[src/rtl/uart_tx_frac.sv]
module uart_tx_frac #(
  parameter int TICKS_PER_BIT = 16,
  parameter int SHORT_TICKS   = 14,
  parameter int MAX_DATA      = 9
) (
  input  logic                clk,
  input  logic                rst_n,
  input  logic                wr_en,
  input  logic [MAX_DATA-1:0] wr_data,
  input  logic [1:0]          cfg_len,
  input  logic                cfg_par_en,
  input  logic                cfg_par_odd,
  input  logic                cfg_two_stop,
  input  logic                cfg_short_stop,
  input  logic                cfg_ext_clk,
  input  logic                cfg_line_en,
  input  logic                cfg_irq_en,
  input  logic                gpo_level,
  input  logic                baud_tick,
  input  logic                ext_tick,
  output logic                txd,
  output logic                tx_busy,
  output logic                hold_empty,
  output logic                tx_irq
);

  localparam int FW = MAX_DATA + 4;
  localparam int CW = $clog2(TICKS_PER_BIT);
  localparam int NW = $clog2(FW + 1);

  logic [MAX_DATA-1:0] hold_q;
  logic                hold_full;
  logic [FW-1:0]       sh_q;
  logic [NW-1:0]       nbits_q;
  logic [CW-1:0]       sub_q;
  logic                short_q;
  logic                active_q;

  logic                tick;
  logic [FW-1:0]       frame;
  logic [NW-1:0]       nframe;
  int                  ndata;
  logic                par;
  logic                last_bit;
  logic [CW-1:0]       end_cnt;
  logic                bit_done;
  logic                frame_done;
  logic                load;

  assign tick = cfg_ext_clk ? ext_tick : baud_tick;

  always_comb begin
    ndata = (cfg_len == 2'b00) ? MAX_DATA - 2 : (cfg_len == 2'b01) ? MAX_DATA - 1 : MAX_DATA;
    par   = cfg_par_odd;
    frame = '1;
    frame[0] = 1'b0;
    for (int i = 0; i < MAX_DATA; i++) begin
      if (i < ndata) begin
        frame[1+i] = hold_q[i];
        par        = par ^ hold_q[i];
      end
    end
    if (cfg_par_en) frame[1+ndata] = par;
    nframe = NW'(ndata + 2 + int'(cfg_par_en) + int'(cfg_two_stop));
  end

  assign last_bit   = (nbits_q == NW'(1));
  assign end_cnt    = (last_bit && short_q) ? CW'(SHORT_TICKS - 1) : CW'(TICKS_PER_BIT - 1);
  assign bit_done   = active_q && tick && (sub_q == end_cnt);
  assign frame_done = bit_done && last_bit;
  assign load       = hold_full && (!active_q || frame_done);

  always_ff @(posedge clk) begin
    if (!rst_n) begin
      hold_q    <= '0;
      hold_full <= 1'b0;
      sh_q      <= '1;
      nbits_q   <= '0;
      sub_q     <= '0;
      short_q   <= 1'b0;
      active_q  <= 1'b0;
    end else begin
      if (load) begin
        sh_q     <= frame;
        nbits_q  <= nframe;
        sub_q    <= '0;
        short_q  <= cfg_short_stop;
        active_q <= 1'b1;
      end else if (frame_done) begin
        active_q <= 1'b0;
        sh_q     <= '1;
        nbits_q  <= '0;
        sub_q    <= '0;
      end else if (bit_done) begin
        sh_q    <= {1'b1, sh_q[FW-1:1]};
        nbits_q <= nbits_q - NW'(1);
        sub_q   <= '0;
      end else if (active_q && tick) begin
        sub_q <= sub_q + CW'(1);
      end

      if (load)
        hold_full <= 1'b0;
      else if (wr_en)
        hold_full <= 1'b1;

      if (wr_en && !hold_full)
        hold_q <= wr_data;
    end
  end

  assign txd        = cfg_line_en ? (active_q ? sh_q[0] : 1'b1) : gpo_level;
  assign tx_busy    = active_q;
  assign hold_empty = !hold_full;
  assign tx_irq     = cfg_irq_en && hold_empty;

  a_r5_start_low: assert property (@(posedge clk) disable iff (!rst_n)
    ($rose(tx_busy) && cfg_line_en) |-> !txd);

  a_r5_fall_only_empty: assert property (@(posedge clk) disable iff (!rst_n)
    $fell(tx_busy) |-> hold_empty);

  a_r8_fall_on_tick: assert property (@(posedge clk) disable iff (!rst_n)
    $fell(tx_busy) |-> $past(tick));

  a_r6_empty_while_busy: assert property (@(posedge clk) disable iff (!rst_n)
    $rose(hold_empty) |-> tx_busy);

  a_r4_line_steady: assert property (@(posedge clk) disable iff (!rst_n)
    (tx_busy && $past(tx_busy) && !$past(tick) && cfg_line_en && $past(cfg_line_en)) |-> $stable(txd));

endmodule

[config.mk]
export PLATFORM = sky130hd
export DESIGN_NAME = uart_tx_frac
export DESIGN_NICKNAME = d
export VERILOG_FILES = /design/src/rtl/uart_tx_frac.sv
export SDC_FILE = /design/constraint.sdc
export NUM_CORES = 1
export LEC_CHECK = 0
export ABC_AREA = 1
export CELL_PAD_IN_SITES_DETAIL_PLACEMENT = 0
export CELL_PAD_IN_SITES_GLOBAL_PLACEMENT = 1
export CORE_MARGIN = 2
export CORE_UTILIZATION = 34
export CTS_CLUSTER_DIAMETER = 30
export DETAILED_ROUTE_END_ITERATION = 7
export PLACE_DENSITY_LB_ADDON = 0.08
export SKIP_LAST_GASP = 1
export SYNTH_ARGS = -nofsm -noshare
export SYNTH_HDL_FRONTEND = slang
export SYNTH_SLANG_ARGS = --single-unit
[constraint.sdc]
create_clock -name clk -period 1.7 [get_ports clk]
set_clock_uncertainty 0.1 [all_clocks]
set_input_delay 0.34 -clock clk [delete_from_list [all_inputs] [get_ports clk]]
set_output_delay 0.34 -clock clk [all_outputs]
set_load 0.005 [all_outputs]
Word-level counts from Yosys, hierarchy flattened
Cells that the tools add are included.
{ "word_totals": {"input_bits": 24, "ff_bits": 33} }
{ "op_classes": {"bitwise": 10, "n_lt_le_gt_ge": 11, "muxes": 36, "n_addsub": 6, "reduce_logical": 16, "n_eq_ne": 3} }
{ "ops": {"columns": ["op", "count"], "rows": [
  ["$mux W13", 4],
  ["$mux W1", 25],
  ["$lt A3 B4 Y1 const A", 4],
  ["$mux W4", 4],
  ["$bwmux W13", 1],
  ["$xor A1 B1 Y1", 9],
  ["$add A4 B1 Y4", 2],
  ["$logic_and A1 B1 Y1", 8],
  ["$lt A1 B4 Y1 const A", 2],
  ["$lt A2 B4 Y1 const A", 2],
  ["$add A1 B4 Y5 const A", 1],
  ["$ge A5 B1 Y1 const B", 1],
  ["$lt A5 B5 Y1 const B", 1],
  ["$add A4 B1 Y4 const B", 1],
  ["$add A4 B2 Y4 const B", 1],
  ["$demux W1 S4", 1],
  ["$eq A4 B1 Y1 const B", 1],
  ["$eq A4 B4 Y1", 1],
  ["$lt A4 B4 Y1 const A", 1],
  ["$reduce_or A4 Y1", 1],
  ["$sub A4 B1 Y4 const B", 1],
  ["$reduce_bool A3 Y1", 1],
  ["$eq A2 B1 Y1 const B", 1],
  ["$logic_not A1 Y1", 2],
  ["6 further kinds", 6]
]} }

Logic depth before layout (Yosys ltp)
{ "depth": {"ltp_word": 24, "depth_mapped": 15, "depth_no_buf": 15} }

Worst setup path before layout
No wires, ideal clock.
{ "synth_timing": {"kind": "register -> register", "startpoint": "register nbits_q[1]", "endpoint": "register sh_q[12]", "setup_time_ns": 0.120, "arrival_ns": 1.630, "synth_period_minus_slack_ns": 1.850, "slack_ns": -0.150, "required_ns": 1.480, "path_buffers": 0, "path_stages_with_launch": 12, "cell_sequence": "dfxtp_1 > inv_1 > ha_1 > nor3b_4 > nand3_1 > nand4_2 > nand2_2 > nand2_4 > nand2_8 > nor2_4 > inv_2 > or2_1"} }
{ "synth_via": {"elab_chain_len": 9, "elab_cells_between_ends": 11, "cone_classes": "eq/ne: 2; mux: 3; reduce/logical: 6"} }
{ "synth_rtl": {"columns": ["item", "line_no", "source"], "rows": [
  ["start: declaration", "34", "logic [NW-1:0] nbits_q;"],
  ["start signal: assignment", "85", "nbits_q <= nframe;"],
  ["start signal: assignment", "96", "nbits_q <= nbits_q - NW'(1);"],
  ["$eq A4 B1 Y1 (*)", "67", "assign last_bit = (nbits_q == NW'(1));"],
  ["$logic_and A1 B1 Y1", "68", "assign end_cnt = (last_bit && short_q) ? CW'(SHORT_TICKS - 1) : CW'(TICKS_PER_BIT - 1);"],
  ["$mux W2", "68", null],
  ["$eq A4 B4 Y1", "69", "assign bit_done = active_q && tick && (sub_q == end_cnt);"],
  ["$logic_and A1 B1 Y1", "69", null],
  ["$logic_and A1 B1 Y1", "70", "assign frame_done = bit_done && last_bit;"],
  ["$logic_or A1 B1 Y1", "71", "assign load = hold_full && (!active_q || frame_done);"],
  ["$logic_and A1 B1 Y1", "71", null],
  ["$reduce_bool A3 Y1 (no line) / $mux W13 (equally long branches)", null, null],
  ["end signal: assignment", "84", "sh_q <= frame;"],
  ["end signal: assignment", "95", "sh_q <= {1'b1, sh_q[FW-1:1]};"],
  ["end: declaration", "33", "logic [FW-1:0] sh_q;"]
]} }
Every way passes the cells marked *; elsewhere a longest branch is shown, timed or not.
A chain may end at the register's enable or synchronous reset.

Final worst setup path
Ends and elaborated chain as after synthesis.

==> results.toml <==
[cts]
root_buffer = "clkbuf_8"
cts_tree = "yes"
cts.path.max_buffers = 2
clkLatencyLatePin_ps = 290
htreeDepth = 2
cts.clk_slew.worst_paths_ps = 70
cts.hold.buffers_added = 0
numCtsBuffers = 5
clock-sinks = 33

[power]
cell_internal_pwr_w = 0.00140
p_seq_frac = 0.439
p_comb_frac = 0.272
ir_drop_uv = 439
leakagePower_nw = 1.20
p_sw_frac = 0.305
p_sw_w = 0.000613
p_total_w = 0.00201
clkPwrFrac = 0.288
power_density_nw_per_um2 = 761

[drt]
wl_per_cell_um = 11.4
vias_per_cell = 4.46
finalWirelength_um = 4390
firstDrtPassIters = 5
drt_iter0_drc = 42
final_antenna_net_count = 0
vias = 1718
drc = 0

[worst_setup_path]
path_cells = "inv_2 -> ha_4 -> nor3b_4 -> nand3_2 -> nand4_4 -> nand2_4 -> nand2_8 -> nand2_8 -> nor2_4 -> inv_4 -> or2_1"
critical_path.top_delay_family = "simple AND/OR/NAND/NOR gates"
max_stage_delay_ps = 320
crit_arrival_ps = 2000
worstSetupPathType = "flop to flop"
path_buf_inv = 2
cp_common_cell = "nand2_8"
worstPathRequired_ps = 1780
worstSetupStartpointType = "flop"
crit_path_end_kind = "flop"
path_max_fanout = 7
cp_slowest_cell = "dfxtp_2"

[global_route]
grt.total_usage = 0.169
grt_max_degree = 16
grt_pass1_vias = 1582
grt_pass1_wl_um = 7270
antenna_found_initial = 0
grt-ovfl-total = 0

[timing]
slew_viol_final = 0
relSlewSlack = 0.831
fin_crit_ps = 1920
worstMarginPinSlew_ps = 253
hold_viol = 0
fin_crit_sh = 1.13
fin_ws_ps = -219
tns_ps = -3850
finalSetupViolations = 24
rsz0062_at_grt = "yes"
fmax_mhz = 521

[synthesis]
syn_inst = 243
syn_area_um2 = 1740
synth_cell_types = 34
ys_warn_count = 0
synth_seq_area_share = 0.379
syn_avg_cell_area_um2 = 7.18
ys_seq_elements = 33
synthesis.nets = 272

[cells_and_area]
final_cell_area_um2 = 2650
drive_gt1_frac = 0.283
n_fill_cell = 517
mostFrequentLayoutCell = "nand2_1"
diodes = 0
final_cell_mix = "nand2_1 (36), buf_4 (35), nor2_1 (29), dfxtp_1 (29), inv_1 (28)"
areaGrowthSynthToFinish_pct = 51.7
final_nets = 343

[run_status]
status = "finished, violations left"
violations = "negative setup slack"

[die]
die_x_um = 75.6
row_count = 26
start_util = 0.346
io_pins = 28
fp.dieArea_um2 = 5720
core_area_um2 = 5040
die_y_um = 75.6

[place]
portBuffers = 27
dp_hpwl_um = 3200
dpl_cell_area_um2 = 2310
routabilityCongestion = 0.710

[worst_hold_path]
hp-class = "flop to flop"

[run]
drv_cap = 0
==> final cells by class <==
type                            instances  area, um^2  share of cell area
Multi-Input combinational cell        172        1040               0.393
Timing Repair Buffer                   70         638               0.241
Clock buffer                            5        68.8              0.0260
Sequential cell                        33         668               0.252
Tap cell                               70        87.6              0.0331
Inverter                               32         126              0.0478
Clock inverter                          3        17.5             0.00662
==> metal layers <==
metal | up-vias | part of all wire | GRT usage
li1 | 932 | - | -
met1 | 763 | 0.49 | 0.223
met2 | 20 | 0.47 | 0.276
met3 | 3 | 0.031 | 0.0516
met4 | 0 | 0.0052 | 0.0292
met5 | - | 0 | 0
==> kinds of logic after synthesis <==
group | count (synthesis) | share of synthesized area
AND/OR/NAND/NOR | 105 | 0.285
XOR/XNOR | 7 | 0.0352
AO/OA/AOI/OAI | 55 | 0.166
flip-flops | 33 | 0.379
adder cells (fa/ha/maj) | 5 | 0.0402
buffers and inverters | 38 | 0.0947
==> synthesized netlist by cell type (all sizes together) <==
cell / number / area (um^2)
dfxtp: 33 / 661
a211oi: 1 / 7.51
nand4: 3 / 25.0
nand3b: 1 / 7.51
xnor2: 3 / 26.3
nor2: 33 / 134
clkbuf: 3 / 11.3
nor3b: 1 / 18.8
a31oi: 3 / 18.8
xor2: 4 / 35.0
o21ai: 39 / 195
or2: 2 / 12.5
inv: 32 / 120
a21oi: 9 / 45.0
fa: 1 / 20.0
nand2: 46 / 204
nor3: 1 / 5.00
nand3: 18 / 90.1
o221ai: 1 / 8.76
o211ai: 1 / 7.51
a21o: 1 / 7.51
buf: 3 / 33.8
ha: 4 / 50.1
==> sequential cells by signal, summed over array words and instances (netlist names) <==
register / flops
tx_busy: 1
sh_q: 13
hold_full: 1
nbits_q: 4
short_q: 1
hold_q: 9
sub_q: 4
==> path summary, 6_finish.rpt <==
check / slack, ps / cells after the start / start / endpoint
max: -220 / 11 / nbits_q[1] / sh_q[12]
min: 380 / 1 / sh_q[12] / sh_q[12]
max reg2reg: -220 / 11 / nbits_q[1] / sh_q[12]
min reg2reg: 380 / 1 / sh_q[12] / sh_q[12]
==> timing repair <==
| action | in CTS | in global routing |
|---|---|---|
| gates cloned | 1 | 0 |
| setup endpoints to repair | 26 | 27 |
| pin swaps | 14 | 11 |
| setup buffers | 4 | 5 |
| resized for setup | 39 | 19 |
==> power by group through the flow <==
stage / Combinational [W] / Clock (W) / Sequential (W)
6_report: 0.000548 / 0.000581 / 0.000885
5_1_grt: 0.000614 / 0.000640 / 0.000893
4_1_cts: 0.000518 / 0.000604 / 0.000887
3_5_place_dp: 0.000462 / 0 / 0.000898
3_3_place_gp: 0.000464 / 0 / 0.000899
2_1_floorplan: 0.000260 / 0 / 0.000892
==> metrics by stage <==
| stage | util | setup WS (ps) | hold slack, ps | std cells |
|---|---|---|---|---|
| floorplan | - | -150 | 304 | 243 |
| global placement | 0.459 | -491 | 335 | 368 |
| detailed placement | 0.459 | -556 | 330 | 368 |
| CTS | 0.505 | -219 | 357 | 381 |
| global route | 0.525 | -360 | 417 | 385 |
| finish | 0.525 | -219 | 381 | 385 |
No activity file was read; power rests on OpenSTA's default activity.
